--- src/rtl/ret_addr_stack_pkg.sv ---
package ret_addr_stack_pkg;

  function automatic int unsigned ptr_bits(input int unsigned depth);
    return (depth > 1) ? $clog2(depth) : 1;
  endfunction

endpackage

--- src/rtl/ret_addr_stack_ptr.sv ---
module ret_addr_stack_ptr #(
  parameter int unsigned DEPTH = 8,
  localparam int unsigned PW = ret_addr_stack_pkg::ptr_bits(DEPTH)
) (
  input  logic          clk_i,
  input  logic          rst_i,
  input  logic          push_i,
  input  logic          pop_i,
  output logic [PW-1:0] sp_o,
  output logic [PW-1:0] below_o
);
  localparam logic [PW-1:0] LAST = PW'(DEPTH - 1);

  logic [PW-1:0] sp_q;
  logic [PW-1:0] sp_inc;
  logic [PW-1:0] sp_dec;

  // explicit wrap so that a depth other than a power of two still forms a ring
  always_comb begin
    sp_inc = (sp_q == LAST) ? '0 : sp_q + 1'b1;
    sp_dec = (sp_q == '0) ? LAST : sp_q - 1'b1;
  end

  always_ff @(posedge clk_i) begin
    if (rst_i) begin
      sp_q <= '0;
    end else if (push_i) begin
      sp_q <= sp_inc;
    end else if (pop_i) begin
      sp_q <= sp_dec;
    end
  end

  assign sp_o    = sp_q;
  assign below_o = sp_dec;
endmodule

--- src/rtl/ret_addr_stack_slots.sv ---
module ret_addr_stack_slots #(
  parameter int unsigned DEPTH = 8,
  parameter int unsigned AW    = 13,
  localparam int unsigned PW = ret_addr_stack_pkg::ptr_bits(DEPTH)
) (
  input  logic                      clk_i,
  input  logic                      wr_en_i,
  input  logic [PW-1:0]             wr_idx_i,
  input  logic [AW-1:0]             wr_data_i,
  output logic [DEPTH-1:0][AW-1:0]  slots_o
);
  // slots carry no reset: contents survive a pointer reset
  for (genvar s = 0; s < DEPTH; s++) begin : g_slot
    logic [AW-1:0] slot_q;
    always_ff @(posedge clk_i) begin
      if (wr_en_i && (wr_idx_i == PW'(s))) begin
        slot_q <= wr_data_i;
      end
    end
    assign slots_o[s] = slot_q;
  end
endmodule

--- src/rtl/ret_addr_stack_rdsel.sv ---
module ret_addr_stack_rdsel #(
  parameter int unsigned DEPTH = 8,
  parameter int unsigned AW    = 13,
  localparam int unsigned PW = ret_addr_stack_pkg::ptr_bits(DEPTH)
) (
  input  logic [DEPTH-1:0][AW-1:0] slots_i,
  input  logic [PW-1:0]            idx_i,
  output logic [AW-1:0]            data_o
);
  always_comb begin
    data_o = '0;
    for (int s = 0; s < DEPTH; s++) begin
      if (idx_i == PW'(s)) data_o = slots_i[s];
    end
  end
endmodule

--- src/rtl/ret_addr_stack.sv ---
module ret_addr_stack #(
  parameter int unsigned DEPTH = 8,
  parameter int unsigned AW    = 13
) (
  input  logic          clk_i,
  input  logic          rst_i,
  input  logic          push_i,
  input  logic [AW-1:0] push_addr_i,
  input  logic          pop_i,
  output logic [AW-1:0] top_o
);
  localparam int unsigned PW = ret_addr_stack_pkg::ptr_bits(DEPTH);

  logic [PW-1:0]            sp_q;
  logic [PW-1:0]            below;
  logic [DEPTH-1:0][AW-1:0] slots;

  ret_addr_stack_ptr #(.DEPTH(DEPTH)) u_ptr (
    .clk_i   (clk_i),
    .rst_i   (rst_i),
    .push_i  (push_i),
    .pop_i   (pop_i),
    .sp_o    (sp_q),
    .below_o (below)
  );

  ret_addr_stack_slots #(.DEPTH(DEPTH), .AW(AW)) u_slots (
    .clk_i     (clk_i),
    .wr_en_i   (push_i),
    .wr_idx_i  (sp_q),
    .wr_data_i (push_addr_i),
    .slots_o   (slots)
  );

  ret_addr_stack_rdsel #(.DEPTH(DEPTH), .AW(AW)) u_rdsel (
    .slots_i (slots),
    .idx_i   (below),
    .data_o  (top_o)
  );
endmodule

--- config.mk ---
export PLATFORM = sky130hd
export DESIGN_NAME = ret_addr_stack
export DESIGN_NICKNAME = d
export VERILOG_FILES = /design/src/rtl/ret_addr_stack_pkg.sv /design/src/rtl/ret_addr_stack_ptr.sv /design/src/rtl/ret_addr_stack_slots.sv /design/src/rtl/ret_addr_stack_rdsel.sv /design/src/rtl/ret_addr_stack.sv
export SDC_FILE = /design/constraint.sdc
export NUM_CORES = 1
export LEC_CHECK = 0
export ABC_CLOCK_PERIOD_IN_PS = 2600
export CORE_ASPECT_RATIO = 0.5
export CORE_MARGIN = 5
export CORE_UTILIZATION = 46
export CTS_CLUSTER_SIZE = 16
export DETAILED_ROUTE_END_ITERATION = 10
export PLACE_DENSITY = 0.67
export SETUP_SLACK_MARGIN = 0.05
export SYNTH_ARGS = -nofsm -noshare
export SYNTH_HDL_FRONTEND = slang
export SYNTH_HIERARCHICAL = 1
export SYNTH_SLANG_ARGS = --single-unit
--- constraint.sdc ---
create_clock -name clk_i -period 2.6 [get_ports clk_i]
set_clock_uncertainty 0.05 [all_clocks]
set_input_delay 0.52 -clock clk_i [delete_from_list [all_inputs] [get_ports clk_i]]
set_output_delay 0.52 -clock clk_i [all_outputs]
set_load 0.005 [all_outputs]
==> results of run 1 <==
==> sequential cells by signal, summed over array words and instances (netlist names) <==
name,flops
u_slots/g_slot.slot_q,104
u_ptr/sp_o,3
==> critical path, cell delays in order (launching register included) <==
cell	delay, ps
dfxtp_4	350
inv_2	40
ha_4	150
ha_4	150
nand2b_4	170
buf_4	160
nor2b_4	140
buf_12	140
buf_4	140
a2111oi_4	320
a21oi_1	60
buf_2	140
==> where the power goes <==
part           switching (mW)  internal [mW]  total [mW]  leakage (nW)
clock network           0.578          0.938        1.52         0.167
logic                   0.601          0.698        1.30          1.05
registers              0.0193           1.95        1.97         0.970
total                    1.20           3.59        4.79          2.19
==> cell families (layout without fill, tap and decap cells) <==
group                      Yosys count  after routing
AOI/OAI and AO/OA                   70             70
adders and majority gates            4              4
buffers and inverters               23            105
DFF                                107            107
muxes                               27             27
and+or+nand+nor                     45             47
==> layout by cell type, fill, tap and decap left out, types with 2 or more instances in the layout <==
cell	count
clkdlybuf4s50_1	16
o21ai_2	3
ha_1	2
edfxtp_1	104
nor2_1	15
nor2b_4	3
inv_2	2
bufinv_16	3
mux2i_1	14
o21ai_0	4
and4b_2	3
a21boi_2	3
o21ai_1	7
a21boi_1	8
clkbuf_16	9
and4bb_2	3
a32o_1	3
nand2_1	2
a2111oi_4	10
clkinv_4	2
buf_6	7
buf_12	7
ha_4	2
a2111oi_2	2
and2_4	2
buf_4	39
inv_4	2
a21oi_1	10
mux4_2	12
buf_2	12
a32o_2	9
a21oi_2	4
nand2b_1	12
==> area by class of cell <==
| type | instances | area share [%] |
|---|---|---|
| inverters | 5 | 0.388 |
| repair buffers | 84 | 12.9 |
| flip-flops and latches | 107 | 52.1 |
| multi-input cells | 148 | 26.2 |
| well taps | 140 | 2.86 |
| clock buffers | 9 | 3.68 |
| clock inverters | 7 | 1.90 |
==> worst paths after layout <==
kind | to | cells after the start
max | top_o[4] | 11
min | u_ptr/sp_o[1] | 3
min reg2reg | u_ptr/sp_o[1] | 3
max reg2reg | u_slots/g_slot[6].slot_q[10] | 2
==> timing repair <==
item | 4_1_cts | 5_1_grt
resized for setup | 91 | 18
endpoints found under the setup margin | 13 | 13
pin swaps | 13 | 14
hold buffers | 0 | 0
setup buffers | 13 | 3
cloned | 3 | 0
==> layer usage <==
layer	share of wire (%)	GRT usage, %
met1	42	22.6
met2	48	29.1
met3	8.7	5.58
met4	1.8	6.40
met5	0	0
==> impl_results.md, run 1 <==
- Syn Area/Cell: between 15 and 20 um^2
- Die width: around 150 um
- Top cells by area, synth: edfxtp_1 66%, mux4_2 5.7%, mux2i_1 3.0%
- Achievable Freq: ~350 MHz
- Synth Area in Adders: roughly 1.1%
- Slew Limit Fails: 0
- CTS root buf: clkbuf_16
- First-pass GRT wire length: around 16 mm
- Period utilization: 111%
- Critical-path maximum fanout: 6
- Sequential fraction of the synthesis area: a little under 70%
- Layout fillers: ~700
- Synth Area in XOR/XNOR: 0%
- Clock latency on the worst-skew pair: 340 ps
- # nets final: 376
- Die span in y: between 80 and 90 um
- Commonest cells in the netlist: 104 x edfxtp_1, 15 x nor2_1, 14 x mux2i_1
- Max-slew headroom: 68.5%
- Status: finished with violations
- Post-route setup TNS: -2690 ps
- Clock sinks: ~110
- # diodes: 0
- Post-synthesis mux area share: 8.94%
- Synth top area share: 66.2%
- Post-synth ARST share: 0%
- Tot GR Track Use: 17.7%
- DR WL/cell: between 20 and 25 um
- Area occupied by multi-input gates: around 1600 um^2
- Synthesis warning total: 6
- Num ports: 30
- Total power: roughly 4.8 mW
- First drt pass iteration count: 5
- Worst slack, placed: -402 ps
- Worst setup margin: -274 ps
- Max Cap Viol: 0
- Row cnt: 26
- Simple-Gate Fraction of Synth Area: under 10%
- Crit path time final: approximately 2900 ps
- Setup repair after global routing missed its margin: yes
- Largest net degree at the start of global routing: 26
- Net count after synthesis: between 200 and 300
- EDFF count, synth: ~100
- WP data arrival: around 2300 ps
- Final WL: around 10 mm
- Startpoint types: flip-flop
- Yosys top cell by area: edfxtp_1
- Dpl cells: 466
- ANT nets after route: 0
- Count leader, synth: edfxtp_1
- Final Hold Viols: 0
- Reg2reg start: u_ptr/sp_o[0]
- Static leakage: around 2.2 nW
- Worst Path Required: between 2000 and 2500 ps
- Complex-gate fraction of the synthesized area: 13.5%
- Post-DP HPWL: about 6.3 mm
- Non-Filler Instances: 500
- Synthesis-stage register bit count: roughly 110
- Area delta synth->final: 29.8%
- GR Overflow Total: 0
- Vias in the first global route: between 2000 and 3000
- Final setup vio count: 13
- Worst-path clk slew: 60 ps
- Iter 0 DRT Violations: 185
- Hold Crit Class: reg -> reg
- Starting Density: a little under half
- Die area: roughly 12000 um^2
- Port buffer count: 29
- Post-layout util: 60.5%
- Mapped Area: 4720 um^2
- Total CTS buffers: 9
- Worst vdd rail ir drop: approximately 0.38 mV
- Total number of vias: between 2000 and 3000
- Netlist cell types: 42
- CTS tree: built
- Pwr dens: between 700 and 800 nW/um^2
- Register area: ~3200 um^2
- Tightest Pin Transition: around 470 ps
- DRC violations left: 0
- Critical Path End Type: output port
- Fraction of layout cells with a size suffix above 1: a little over two fifths
- Hold Path Origin: u_ptr/sp_o[1]
- Flop2flop setup slack: about 1100 ps
- Vias per Instance: between 5 and 6
- Routability congestion estimate: just under 0.8
- Synth Instances: roughly 280
- Initial antenna violation count: 0
- Worst hold slack: just over 600 ps
- Placed cell areas: 5430 um^2
- Core Region: just over 10000 um^2
- Critical path class: reg -> out
- Failing checks: setup timing
- Synth Flop Type: edfxtp_1
- Largest family of logic cells by synthesized area: compound AO/OA/AOI/OAI gates
- H-tree depth: 3
- Fin area: ~6100 um^2
- Max clock buf depth: 2
- Crit. Startpoint: u_ptr/sp_o[0]
No activity file was read; power rests on OpenSTA's default activity.
==> run 2, diff against run 1 <==
--- a/config.mk
+++ b/config.mk
@@ -15,5 +15,4 @@
 export SETUP_SLACK_MARGIN = 0.05
 export SYNTH_ARGS = -nofsm -noshare
 export SYNTH_HDL_FRONTEND = slang
-export SYNTH_HIERARCHICAL = 1
 export SYNTH_SLANG_ARGS = --single-unit
==> run 2 against run 1 <==
Effect of this change:
- the run still ends with setup timing left
- synthesized cell count grew 26%
- synthesized area grew 1.4%
- critical path depth shrank 1
- die area grew 1.2%
- clock-buffer cell count is the same
- power shrank 5.2%
- critical endpoint is now top_o[5]
- largest cell class unchanged
==> impl_results.md, run 2 <==
- Status: finished with violations (unchanged)
- Failing checks: setup timing (unchanged)
- Core Region: 10200 um^2 (was 10100 um^2)
- Commonest cells after routing, fill and taps aside: 104 x edfxtp_1, 70 x buf_4, 36 x a21oi_1, 21 x o21ai_1, 20 x nand2b_1 (was 104 x edfxtp_1, 39 x buf_4, 16 x clkdlybuf4s50_1, 15 x nor2_1, 14 x mux2i_1)
- EDFF count, synth: 104 (unchanged)
- Startpoint types: flip-flop (unchanged)
- Net count after synthesis: 373 (was 297)
- Row cnt: 26 (unchanged)
- Num ports: 30 (unchanged)
- Die area: 12700 um^2 (was 12500 um^2)
- Final Hold Viols: 0 (unchanged)
- Most frequent CP cell: buf_4
- Post-synth ARST share: 0% (unchanged)
- Critical path class: reg -> out (unchanged)
- # nets final: 481 (was 376)
- Max-slew headroom: 68.8% (was 68.5%)
- Vias in the first global route: 3571 (was 2989)
- Achievable Freq: 335 MHz (was 348 MHz)
- Vias per Instance: 6.11 (was 5.55)
- Fraction of layout cells with a size suffix above 1: 33.3% (was 41.9%)
- H-tree depth: 3 (unchanged)
- Sequential fraction of the synthesis area: 66.6% (was 67.5%)
- Most common cell after layout, fill and taps aside: edfxtp_1 (unchanged)
- Top reg by flops: u_slots.g_slot.slot_q (was u_slots/g_slot.slot_q)
- Total power: 4.54 mW (was 4.79 mW)
- CTS tree: built (unchanged)
- CP max stage delay: 420 ps (was 350 ps)
- Routability congestion estimate: 0.927 (was 0.780)
- First-pass GRT wire length: 20.2 mm (was 16.2 mm)
- Worst vdd rail ir drop: 0.288 mV (was 0.383 mV)
- Die width: 154 um (was 153 um)
- Critical-path maximum fanout: 7 (was 6)
- Top cells by area, synth: edfxtp_1 65%, a21oi_1 4.1%, nand2b_1 2.7% (was edfxtp_1 66%, mux4_2 5.7%, mux2i_1 3.0%)
- WP data arrival: 2410 ps (was 2300 ps)
- Die span in y: 82.1 um (was 81.6 um)
- Tightest Pin Transition: 468 ps (was 472 ps)
- Syn Area/Cell: 13.7 um^2 (was 17.1 um^2)
- ANT nets after route: 0 (unchanged)
- Starting Density: 46.9% (was 46.6%)
- Worst-path clk slew: 70 ps (was 60 ps)
- Max Cap Viol: 0 (unchanged)
- Clock sinks: 107 (unchanged)
- # diodes: 0 (unchanged)
- Layout fillers: 715 (was 701)
- Period utilization: 115% (was 111%)
- Final setup vio count: 13 (unchanged)
- Critical Path End Type: output port (unchanged)
- DRC violations left: 0 (unchanged)
- Synth top area share: 65.3% (was 66.2%)
- Pwr dens: 714 nW/um^2 (was 782 nW/um^2)
- Worst Path Required: 2030 ps (about the same)
- Synth Instances: 349 (was 276)
- First drt pass iteration count: 6 (was 5)
- GR Overflow Total: 0 (unchanged)
- Port buffer count: 29 (unchanged)
- Slew Limit Fails: 0 (unchanged)
- Post-route setup TNS: -3570 ps (was -2690 ps)
- Worst setup margin: -384 ps (was -274 ps)
- Initial antenna violation count: 0 (unchanged)
- DR WL/cell: 21.6 um (was 20.5 um)
- Total CTS buffers: 9 (unchanged)
- Final WL: 13.0 mm (was 10.2 mm)
- CTS root buf: clkbuf_16 (unchanged)
- Area delta synth->final: 33.0% (was 29.8%)
- Netlist cell types: 40 (was 42)
- Post-layout util: 62.4% (was 60.5%)
- Setup repair after global routing missed its margin: yes (unchanged)
- Mapped Area: 4780 um^2 (was 4720 um^2)
- Max clock buf depth: 2 (unchanged)
- Post-DP HPWL: 8.28 mm (was 6.32 mm)
- Max reg flops: 104 (unchanged)
- Hold Crit Class: in -> reg (was reg -> reg)
- Largest net degree at the start of global routing: 25 (was 26)
- Iter 0 DRT Violations: 402 (was 185)
- Synthesis-stage register bit count: 107 (unchanged)
- Clock latency on the worst-skew pair: 350 ps (was 340 ps)
- Crit path time final: 2980 ps (was 2870 ps)
- Max stage delay cell, worst path: a222oi_1 (was dfxtp_4)
- Count leader, synth: edfxtp_1 (unchanged)
- Yosys top cell by area: edfxtp_1 (unchanged)
- Static leakage: 2.31 nW (was 2.19 nW)
- Synth Flop Type: edfxtp_1 (unchanged)
- Commonest cells in the netlist: 104 x edfxtp_1, 39 x a21oi_1, 21 x nand2b_1 (was 104 x edfxtp_1, 15 x nor2_1, 14 x mux2i_1)
- Tot GR Track Use: 21.5% (was 17.7%)
- Synthesis warning total: 0 (was 6)
- Worst path cell trace: inv_4 -> ha_4 -> buf_4 -> nor2b_1 -> buf_4 -> o2bb2ai_1 -> a222oi_1 -> o21ai_1 -> o221a_1 -> buf_2 (was inv_2 -> ha_4 -> ha_4 -> nand2b_4 -> buf_4 -> nor2b_4 -> buf_12 -> buf_4 -> a2111oi_4 -> a21oi_1 -> buf_2)
- Total number of vias: 3676 (was 2775)
==> run 2: kinds of logic (layout without fill, tap and decap cells) <==
| group | count (synthesis) | in the layout | synth area share, % |
|---|---|---|---|
| AO/OA/AOI/OAI | 118 | 118 | 15.9 |
| adder cells (fa/ha/maj) | 7 | 7 | 1.83 |
| buffers and inverters | 34 | 147 | 3.38 |
| flip-flops | 107 | 107 | 66.6 |
| multiplexers | 16 | 16 | 4.40 |
| AND/OR/NAND/NOR | 67 | 67 | 7.93 |
==> run 2: worst max-delay path, delay by kind of cell, from the launching register on <==
kind | cells | cell delay [ps]
compound gates | 4 | 790
fa+ha+maj | 1 | 290
buf+inv | 4 | 480
flops | 1 | 360
simple gates | 1 | 120
==> run 2: power breakdown <==
group          leakage [nW]  internal (mW)  switching, mW
clock network         0.142          0.664          0.624
registers             0.970           1.95         0.0223
logic                  1.20          0.654          0.624
total                  2.31           3.27           1.27
==> run 2: worst paths after layout <==
path / from / endpoint / slack [ps] / cells after the start
worst min register to register: u_ptr.sp_o[1] / u_ptr.sp_o[1] / 810 / 4
worst min-delay path: rst_i / u_ptr.sp_o[2] / 720 / 2
worst max register to register: u_ptr.sp_o[0] / u_slots.g_slot[5].slot_q[6] / 580 / 6
worst max-delay path: u_ptr.sp_o[0] / top_o[5] / -380 / 10
==> run 2: routing by layer <==
metal | track usage, % | vias up | share of wire, %
met1 | 28.3 | 1796 | 41
met4 | 7.49 | 0 | 3.1
li1 | - | 1586 | -
met2 | 35.7 | 247 | 47
met3 | 5.05 | 47 | 9.3
met5 | 0 | - | 0
==> run 2: area by class of cell <==
cell class / instances / area, um^2 / area share, %
flip-flops and latches: 107 / 3190 / 50.1
multi-input cells: 208 / 1560 / 24.5
repair buffers: 122 / 1120 / 17.6
clock buffers: 9 / 225 / 3.54
well taps: 140 / 175 / 2.76
clock inverters: 7 / 56.3 / 0.886
inverters: 9 / 38.8 / 0.610
==> run 2: through the flow <==
step	setup WS [ps]	area [um^2]	hold slack (ps)	std cells
after floorplan	81.0	4810	541	349
after global placement	-352	5660	678	560
after detailed placement	-414	5660	699	560
after CTS	-326	6320	709	598
after global routing	-451	6360	725	602
final	-384	6360	718	602
==> run 2: timing repair <==
item	CTS	global route
resized for setup	107	7
pin swaps	40	18
hold buffers	0	0
buffers inserted	19	6
setup endpoints to repair	13	13
cloned	3	0
==> run 3, diff against run 2 <==
--- a/config.mk
+++ b/config.mk
@@ -11,6 +11,7 @@
 export CORE_UTILIZATION = 46
 export CTS_CLUSTER_SIZE = 16
 export DETAILED_ROUTE_END_ITERATION = 10
+export HOLD_SLACK_MARGIN = 0.1
 export PLACE_DENSITY = 0.67
 export SETUP_SLACK_MARGIN = 0.05
 export SYNTH_ARGS = -nofsm -noshare
==> results of run 3 <==
No change in the layout: final DEF, timing and power equal those of run 2.
